[src/rtl/clkreg_pkg.sv]
package clkreg_pkg;

  localparam int unsigned BYTE_W    = 8;
  localparam int unsigned ADDR_LSB  = 2;   // index field starts here
  localparam int unsigned WE_BIT    = 1;   // write-enable flag position
  localparam int unsigned CIDX_W    = 2;   // clock index width
  localparam int unsigned NUM_CLK   = 1 << CIDX_W;
  localparam int unsigned FIELD_W   = 2;   // packed post-divider field
  localparam int unsigned EXT_BASE  = 4;   // first per-clock extended flag

  typedef enum logic [1:0] {
    HOST_ADDR   = 2'd0,
    HOST_DATA   = 2'd1,
    HOST_CLKSEL = 2'd2,
    HOST_NONE   = 2'd3
  } host_sel_e;

  // Field of clock n inside the packed post-divider byte.
  function automatic logic [FIELD_W-1:0] pick_post_field(
    input logic [BYTE_W-1:0] packed_byte,
    input logic [CIDX_W-1:0] n
  );
    logic [BYTE_W-1:0] shifted;
    shifted = packed_byte >> (FIELD_W * n);
    return shifted[FIELD_W-1:0];
  endfunction

  // Extended post-divider flag of clock n.
  function automatic logic pick_ext_flag(
    input logic [BYTE_W-1:0] ext_byte,
    input logic [CIDX_W-1:0] n
  );
    logic [BYTE_W-1:0] shifted;
    shifted = ext_byte >> (EXT_BASE + n);
    return shifted[0];
  endfunction

  // Byte of clock n inside the flattened feedback-divider vector.
  function automatic logic [BYTE_W-1:0] pick_fb_byte(
    input logic [NUM_CLK*BYTE_W-1:0] flat,
    input logic [CIDX_W-1:0]         n
  );
    logic [NUM_CLK*BYTE_W-1:0] shifted;
    shifted = flat >> (BYTE_W * n);
    return shifted[BYTE_W-1:0];
  endfunction

endpackage

[src/rtl/clkreg_host_if.sv]
module clkreg_host_if
  import clkreg_pkg::*;
#(
  parameter int unsigned IDX_W = BYTE_W - ADDR_LSB
) (
  input  logic              clk,
  input  logic              rst_n,
  input  logic              bus_wr,
  input  logic [1:0]        bus_sel,
  input  logic [BYTE_W-1:0] bus_wdata,
  output logic [BYTE_W-1:0] addr_byte,
  output logic [IDX_W-1:0]  addr_index,
  output logic              addr_we,
  output logic [CIDX_W-1:0] clk_index,
  output logic [BYTE_W-1:0] clksel_byte,
  output logic              bank_wr_strobe
);

  logic [IDX_W-1:0]  idx_q;
  logic              we_q;
  logic [CIDX_W-1:0] cidx_q;
  logic              addr_write;
  logic              clksel_write;
  logic              data_write;

  assign addr_write   = bus_wr && (bus_sel == HOST_ADDR);
  assign clksel_write = bus_wr && (bus_sel == HOST_CLKSEL);
  assign data_write   = bus_wr && (bus_sel == HOST_DATA);

  always_ff @(posedge clk or negedge rst_n) begin
    if (!rst_n) begin
      idx_q <= '0;
      we_q  <= 1'b0;
    end else if (addr_write) begin
      idx_q <= bus_wdata[BYTE_W-1:ADDR_LSB];
      we_q  <= bus_wdata[WE_BIT];
    end
  end

  always_ff @(posedge clk or negedge rst_n) begin
    if (!rst_n) begin
      cidx_q <= '0;
    end else if (clksel_write) begin
      cidx_q <= bus_wdata[CIDX_W-1:0];
    end
  end

  assign addr_index     = idx_q;
  assign addr_we        = we_q;
  assign addr_byte      = {idx_q, we_q, 1'b0};
  assign clk_index      = cidx_q;
  assign clksel_byte    = {{(BYTE_W-CIDX_W){1'b0}}, cidx_q};
  assign bank_wr_strobe = data_write && we_q;

endmodule

[src/rtl/clkreg_bank.sv]
module clkreg_bank
  import clkreg_pkg::*;
#(
  parameter int unsigned IDX_W       = BYTE_W - ADDR_LSB,
  parameter int unsigned POSTDIV_IDX = 5,
  parameter int unsigned FBDIV_BASE  = 7,
  parameter int unsigned EXTCTL_IDX  = 11
) (
  input  logic                      clk,
  input  logic                      rst_n,
  input  logic                      wr_strobe,
  input  logic [IDX_W-1:0]          index,
  input  logic [BYTE_W-1:0]         wr_data,
  output logic [BYTE_W-1:0]         post_div_reg,
  output logic [NUM_CLK*BYTE_W-1:0] fb_div_flat,
  output logic [BYTE_W-1:0]         ext_ctl_reg,
  output logic [BYTE_W-1:0]         rd_data,
  output logic                      index_hit,
  output logic [NUM_CLK-1:0]        fb_hit_vec
);

  localparam logic [IDX_W-1:0] POST_SEL = IDX_W'(POSTDIV_IDX);
  localparam logic [IDX_W-1:0] EXT_SEL  = IDX_W'(EXTCTL_IDX);

  logic post_hit;
  logic ext_hit;
  logic [BYTE_W-1:0] post_q;
  logic [BYTE_W-1:0] ext_q;
  logic [BYTE_W-1:0] fb_q [NUM_CLK];
  logic [BYTE_W-1:0] fb_rd;

  assign post_hit = (index == POST_SEL);
  assign ext_hit  = (index == EXT_SEL);

  always_ff @(posedge clk or negedge rst_n) begin
    if (!rst_n) begin
      post_q <= '0;
    end else if (wr_strobe && post_hit) begin
      post_q <= wr_data;
    end
  end

  always_ff @(posedge clk or negedge rst_n) begin
    if (!rst_n) begin
      ext_q <= '0;
    end else if (wr_strobe && ext_hit) begin
      ext_q <= wr_data;
    end
  end

  for (genvar g = 0; g < NUM_CLK; g++) begin : g_fb
    assign fb_hit_vec[g] = (index == IDX_W'(FBDIV_BASE + g));

    always_ff @(posedge clk or negedge rst_n) begin
      if (!rst_n) begin
        fb_q[g] <= '0;
      end else if (wr_strobe && fb_hit_vec[g]) begin
        fb_q[g] <= wr_data;
      end
    end

    assign fb_div_flat[g*BYTE_W +: BYTE_W] = fb_q[g];
  end

  always_comb begin
    fb_rd = '0;
    for (int k = 0; k < NUM_CLK; k++) begin
      if (fb_hit_vec[k]) fb_rd = fb_q[k];
    end
  end

  always_comb begin
    if (post_hit)        rd_data = post_q;
    else if (ext_hit)    rd_data = ext_q;
    else if (|fb_hit_vec) rd_data = fb_rd;
    else                 rd_data = '0;
  end

  assign index_hit    = post_hit || ext_hit || (|fb_hit_vec);
  assign post_div_reg = post_q;
  assign ext_ctl_reg  = ext_q;

endmodule

[src/rtl/clkreg_steer.sv]
module clkreg_steer
  import clkreg_pkg::*;
(
  input  logic [BYTE_W-1:0]         post_div_reg,
  input  logic [NUM_CLK*BYTE_W-1:0] fb_div_flat,
  input  logic [BYTE_W-1:0]         ext_ctl_reg,
  input  logic [CIDX_W-1:0]         clk_index,
  output logic [FIELD_W-1:0]        sel_post_div,
  output logic [BYTE_W-1:0]         sel_fb_div,
  output logic                      sel_ext_post
);

  assign sel_post_div = pick_post_field(post_div_reg, clk_index);
  assign sel_fb_div   = pick_fb_byte(fb_div_flat, clk_index);
  assign sel_ext_post = pick_ext_flag(ext_ctl_reg, clk_index);

endmodule

[src/rtl/clkreg_port.sv]
module clkreg_port
  import clkreg_pkg::*;
#(
  parameter int unsigned POSTDIV_IDX = 5,
  parameter int unsigned FBDIV_BASE  = 7,
  parameter int unsigned EXTCTL_IDX  = 11
) (
  input  logic                      clk,
  input  logic                      rst_n,
  input  logic                      bus_wr,
  input  logic [1:0]                bus_sel,
  input  logic [BYTE_W-1:0]         bus_wdata,
  output logic [BYTE_W-1:0]         bus_rdata,
  output logic [BYTE_W-1:0]         post_div_reg,
  output logic [NUM_CLK*BYTE_W-1:0] fb_div_flat,
  output logic [BYTE_W-1:0]         ext_ctl_reg,
  output logic [CIDX_W-1:0]         clk_index,
  output logic [FIELD_W-1:0]        sel_post_div,
  output logic [BYTE_W-1:0]         sel_fb_div,
  output logic                      sel_ext_post
);

  localparam int unsigned IDX_W = BYTE_W - ADDR_LSB;

  // Internal events, named for the checker.
  logic [BYTE_W-1:0]  addr_byte;
  logic [IDX_W-1:0]   addr_index;
  logic               addr_we;
  logic [BYTE_W-1:0]  clksel_byte;
  logic               bank_wr_strobe;
  logic [BYTE_W-1:0]  bank_rdata;
  logic               bank_index_hit;
  logic [NUM_CLK-1:0] fb_hit_vec;

  clkreg_host_if #(.IDX_W(IDX_W)) u_host (
    .clk            (clk),
    .rst_n          (rst_n),
    .bus_wr         (bus_wr),
    .bus_sel        (bus_sel),
    .bus_wdata      (bus_wdata),
    .addr_byte      (addr_byte),
    .addr_index     (addr_index),
    .addr_we        (addr_we),
    .clk_index      (clk_index),
    .clksel_byte    (clksel_byte),
    .bank_wr_strobe (bank_wr_strobe)
  );

  clkreg_bank #(
    .IDX_W       (IDX_W),
    .POSTDIV_IDX (POSTDIV_IDX),
    .FBDIV_BASE  (FBDIV_BASE),
    .EXTCTL_IDX  (EXTCTL_IDX)
  ) u_bank (
    .clk          (clk),
    .rst_n        (rst_n),
    .wr_strobe    (bank_wr_strobe),
    .index        (addr_index),
    .wr_data      (bus_wdata),
    .post_div_reg (post_div_reg),
    .fb_div_flat  (fb_div_flat),
    .ext_ctl_reg  (ext_ctl_reg),
    .rd_data      (bank_rdata),
    .index_hit    (bank_index_hit),
    .fb_hit_vec   (fb_hit_vec)
  );

  clkreg_steer u_steer (
    .post_div_reg (post_div_reg),
    .fb_div_flat  (fb_div_flat),
    .ext_ctl_reg  (ext_ctl_reg),
    .clk_index    (clk_index),
    .sel_post_div (sel_post_div),
    .sel_fb_div   (sel_fb_div),
    .sel_ext_post (sel_ext_post)
  );

  always_comb begin
    unique case (bus_sel)
      HOST_ADDR:   bus_rdata = addr_byte;
      HOST_DATA:   bus_rdata = bank_rdata;
      HOST_CLKSEL: bus_rdata = clksel_byte;
      default:     bus_rdata = '0;
    endcase
  end

endmodule

[config.mk]
export PLATFORM = sky130hd
export DESIGN_NAME = clkreg_port
export DESIGN_NICKNAME = d
export VERILOG_FILES = /design/src/rtl/clkreg_pkg.sv /design/src/rtl/clkreg_host_if.sv /design/src/rtl/clkreg_bank.sv /design/src/rtl/clkreg_steer.sv /design/src/rtl/clkreg_port.sv
export SDC_FILE = /design/constraint.sdc
export NUM_CORES = 1
export LEC_CHECK = 0
export CELL_PAD_IN_SITES_DETAIL_PLACEMENT = 0
export CELL_PAD_IN_SITES_GLOBAL_PLACEMENT = 2
export CORE_MARGIN = 2
export CORE_UTILIZATION = 30
export CTS_CLUSTER_DIAMETER = 40
export CTS_CLUSTER_SIZE = 12
export DETAILED_ROUTE_END_ITERATION = 10
export GPL_TIMING_DRIVEN = 1
export MAX_ROUTING_LAYER = met4
export PLACE_DENSITY_LB_ADDON = 0.1
export SLEW_MARGIN = 20
export SYNTH_ARGS = -nofsm -noshare
export SYNTH_HDL_FRONTEND = slang
export SYNTH_HIERARCHICAL = 1
export SYNTH_SLANG_ARGS = --single-unit
[constraint.sdc]
create_clock -name clk -period 6.6 [get_ports clk]
set_input_delay 1.32 -clock clk [delete_from_list [all_inputs] [get_ports clk]]
set_output_delay 1.32 -clock clk [all_outputs]
set_load 0.03 [all_outputs]
==> impl_metrics.toml <==
[routing]
firstDrtPassIters = 4
wl_per_cell_um = 21.7
ant_nets = 0
vias = 2146
avgViaCountPerCell = 5.01
drt_iter0_drc = 104
drc = 0
drt-total-wl_um = 9290

[critical_path]
r2r-end = "u_bank/ext_ctl_reg[4]$_DFFE_PN0P_"
critPathLaunchType = "input port"
critical_path_class = "in2out"
cp_max_fo = 12
reg2reg_from = "u_host/addr_index[0]$_DFFE_PN0P_"
required_ns = 5.28
endpoint_kind = "output pin"
cp-startpoint = "bus_sel[1]"
r2r_cells = 2
rrSetupSlack_ns = 4.08
arrival_ns = 3.31

[floorplan]
start_util_pct = 30.8
rows = 37
core_area_mm2 = 0.0103
chipWidth_um = 107
ioPinCount = 82
die_h_um = 107
die_area_mm2 = 0.0114

[final_layout]
seq_area_mm2 = 0.00143
antenna_cells = 0
drive_gt1_share_pct = 33.2
largest_reg_flops = 32
syn_to_final_growth_pct = 33.2
fillCellCount = 1010
layout.nets = 300
multi_input_area_mm2 = 0.00155
layout.cells.non_filler = 428

[yosys]
ys.warnings.count = 6
synth.cell_area_mm2 = 0.00316
avgSynthCellArea_um2 = 14.6
netlist_instances = 217

[global_routing]
grtUsageTotal_pct = 18.0
overflow = 0
antenna_found_initial = 0
grt_pass1_vias = 2405
grt_max_degree = 58
grt_pass1_wl_um = 14700

[hold_path]
hp-class = "reg2reg"
min_to = "u_host/addr_we$_DFFE_PN0P_"
hold_start = "u_host/addr_we$_DFFE_PN0P_"
hold_depth = 1

[cts]
cts_made_buffers = 9
clk_pin_slew_worst_paths_ns = 0.06
cts-resized-gates = 0
clock_path_buffers = 2
cts_tree = "done"
cts_setup_buffers = 0
clock_latency_ns = 0.33
clkSinkCount = 57
holdBufCountCts = 0
htreeDepth = 3
cts-root-buf = "clkbuf_8"

[place]
hpwl_um = 6130
place_congestion = 0.741
io_buffers = 81
pre_cts_ws_ns = 1.95
post-place-cells = 412

[timing]
slew_headroom_pct = 29.1
fin_skew_ns = 0.00819
fin_crit_sh_pct = 70.2
finalHoldViolations = 0
max_freq_ghz = 0.216
period_needed_ns = 4.63
finalSetupViolations = 0
rsz0062_at_grt = "no"
drv_slew = 0
fin_setup_tns_ns = 0
hold_ws_ns = 0.531
worst_pin_slew_ns = 1.06
setup_ws_ns = 1.97

[status]
status = "finished, final reports clean"

[flow_run]
drv_cap = 0

[power]
powerDensity_mw_per_mm2 = 260
peakVddDrop_mv = 0.101
power_mw = 1.09
total_leakage_power_nw = 1.80
## layout by cell type (no fill, tap or decap), drive strengths merged, types with 2 or more instances in the layout
master and n:
clkdlybuf4s50 80, mux2 57, dfrtp 57, mux4 18, clkbuf 11, mux2i 9
o2bb2ai 9, a221o 8, and2 8, conb 7, bufinv 3, nand3 3
buf 3, nor4b 3, and3 2, nand3b 2, nand4 2, nor2b 2
## how the worst max path moves through the flow
stage                   endpoint  slack [ns]
floorplan           bus_rdata[1]        3.21
global placement    bus_rdata[1]        1.98
detailed placement  bus_rdata[6]        1.95
CTS                 bus_rdata[6]        1.95
global route        bus_rdata[3]        1.83
finish              bus_rdata[6]        1.97
## through the flow
stage                     util (%)  instance area (um2)
final                         41.0                 4210
after global routing          41.0                 4210
after CTS                     41.0                 4210
after detailed placement      38.6                 3970
after global placement        38.6                 3970
after floorplan                  -                 3190
## cell type report
class,count,area share (%)
multi-input combinational,136,36.8
sequential,57,33.9
timing repair buffer,83,19.5
tap,136,4.04
clock buffer,11,3.36
clock inverter,5,2.44
## critical path, cell delays in order
cell and delay, ns:
clkdlybuf4s50_1 0.76, nor2b_4 0.37, o2bb2ai_1 0.15, clkdlybuf4s50_1 0.70
## layer usage
layer	GRT usage (%)	routed length (um)
met4	5.94	82
met1	25.5	4380
met2	26.6	4420
met3	2.67	410
met5	-	0
## power breakdown
group          switching, mW  internal [mW]  total [mW]
registers             0.0683          0.379       0.447
logic                  0.121          0.124       0.245
clock network          0.142          0.261       0.402
total                  0.330          0.764        1.09
(Power assumes the default switching activity.)
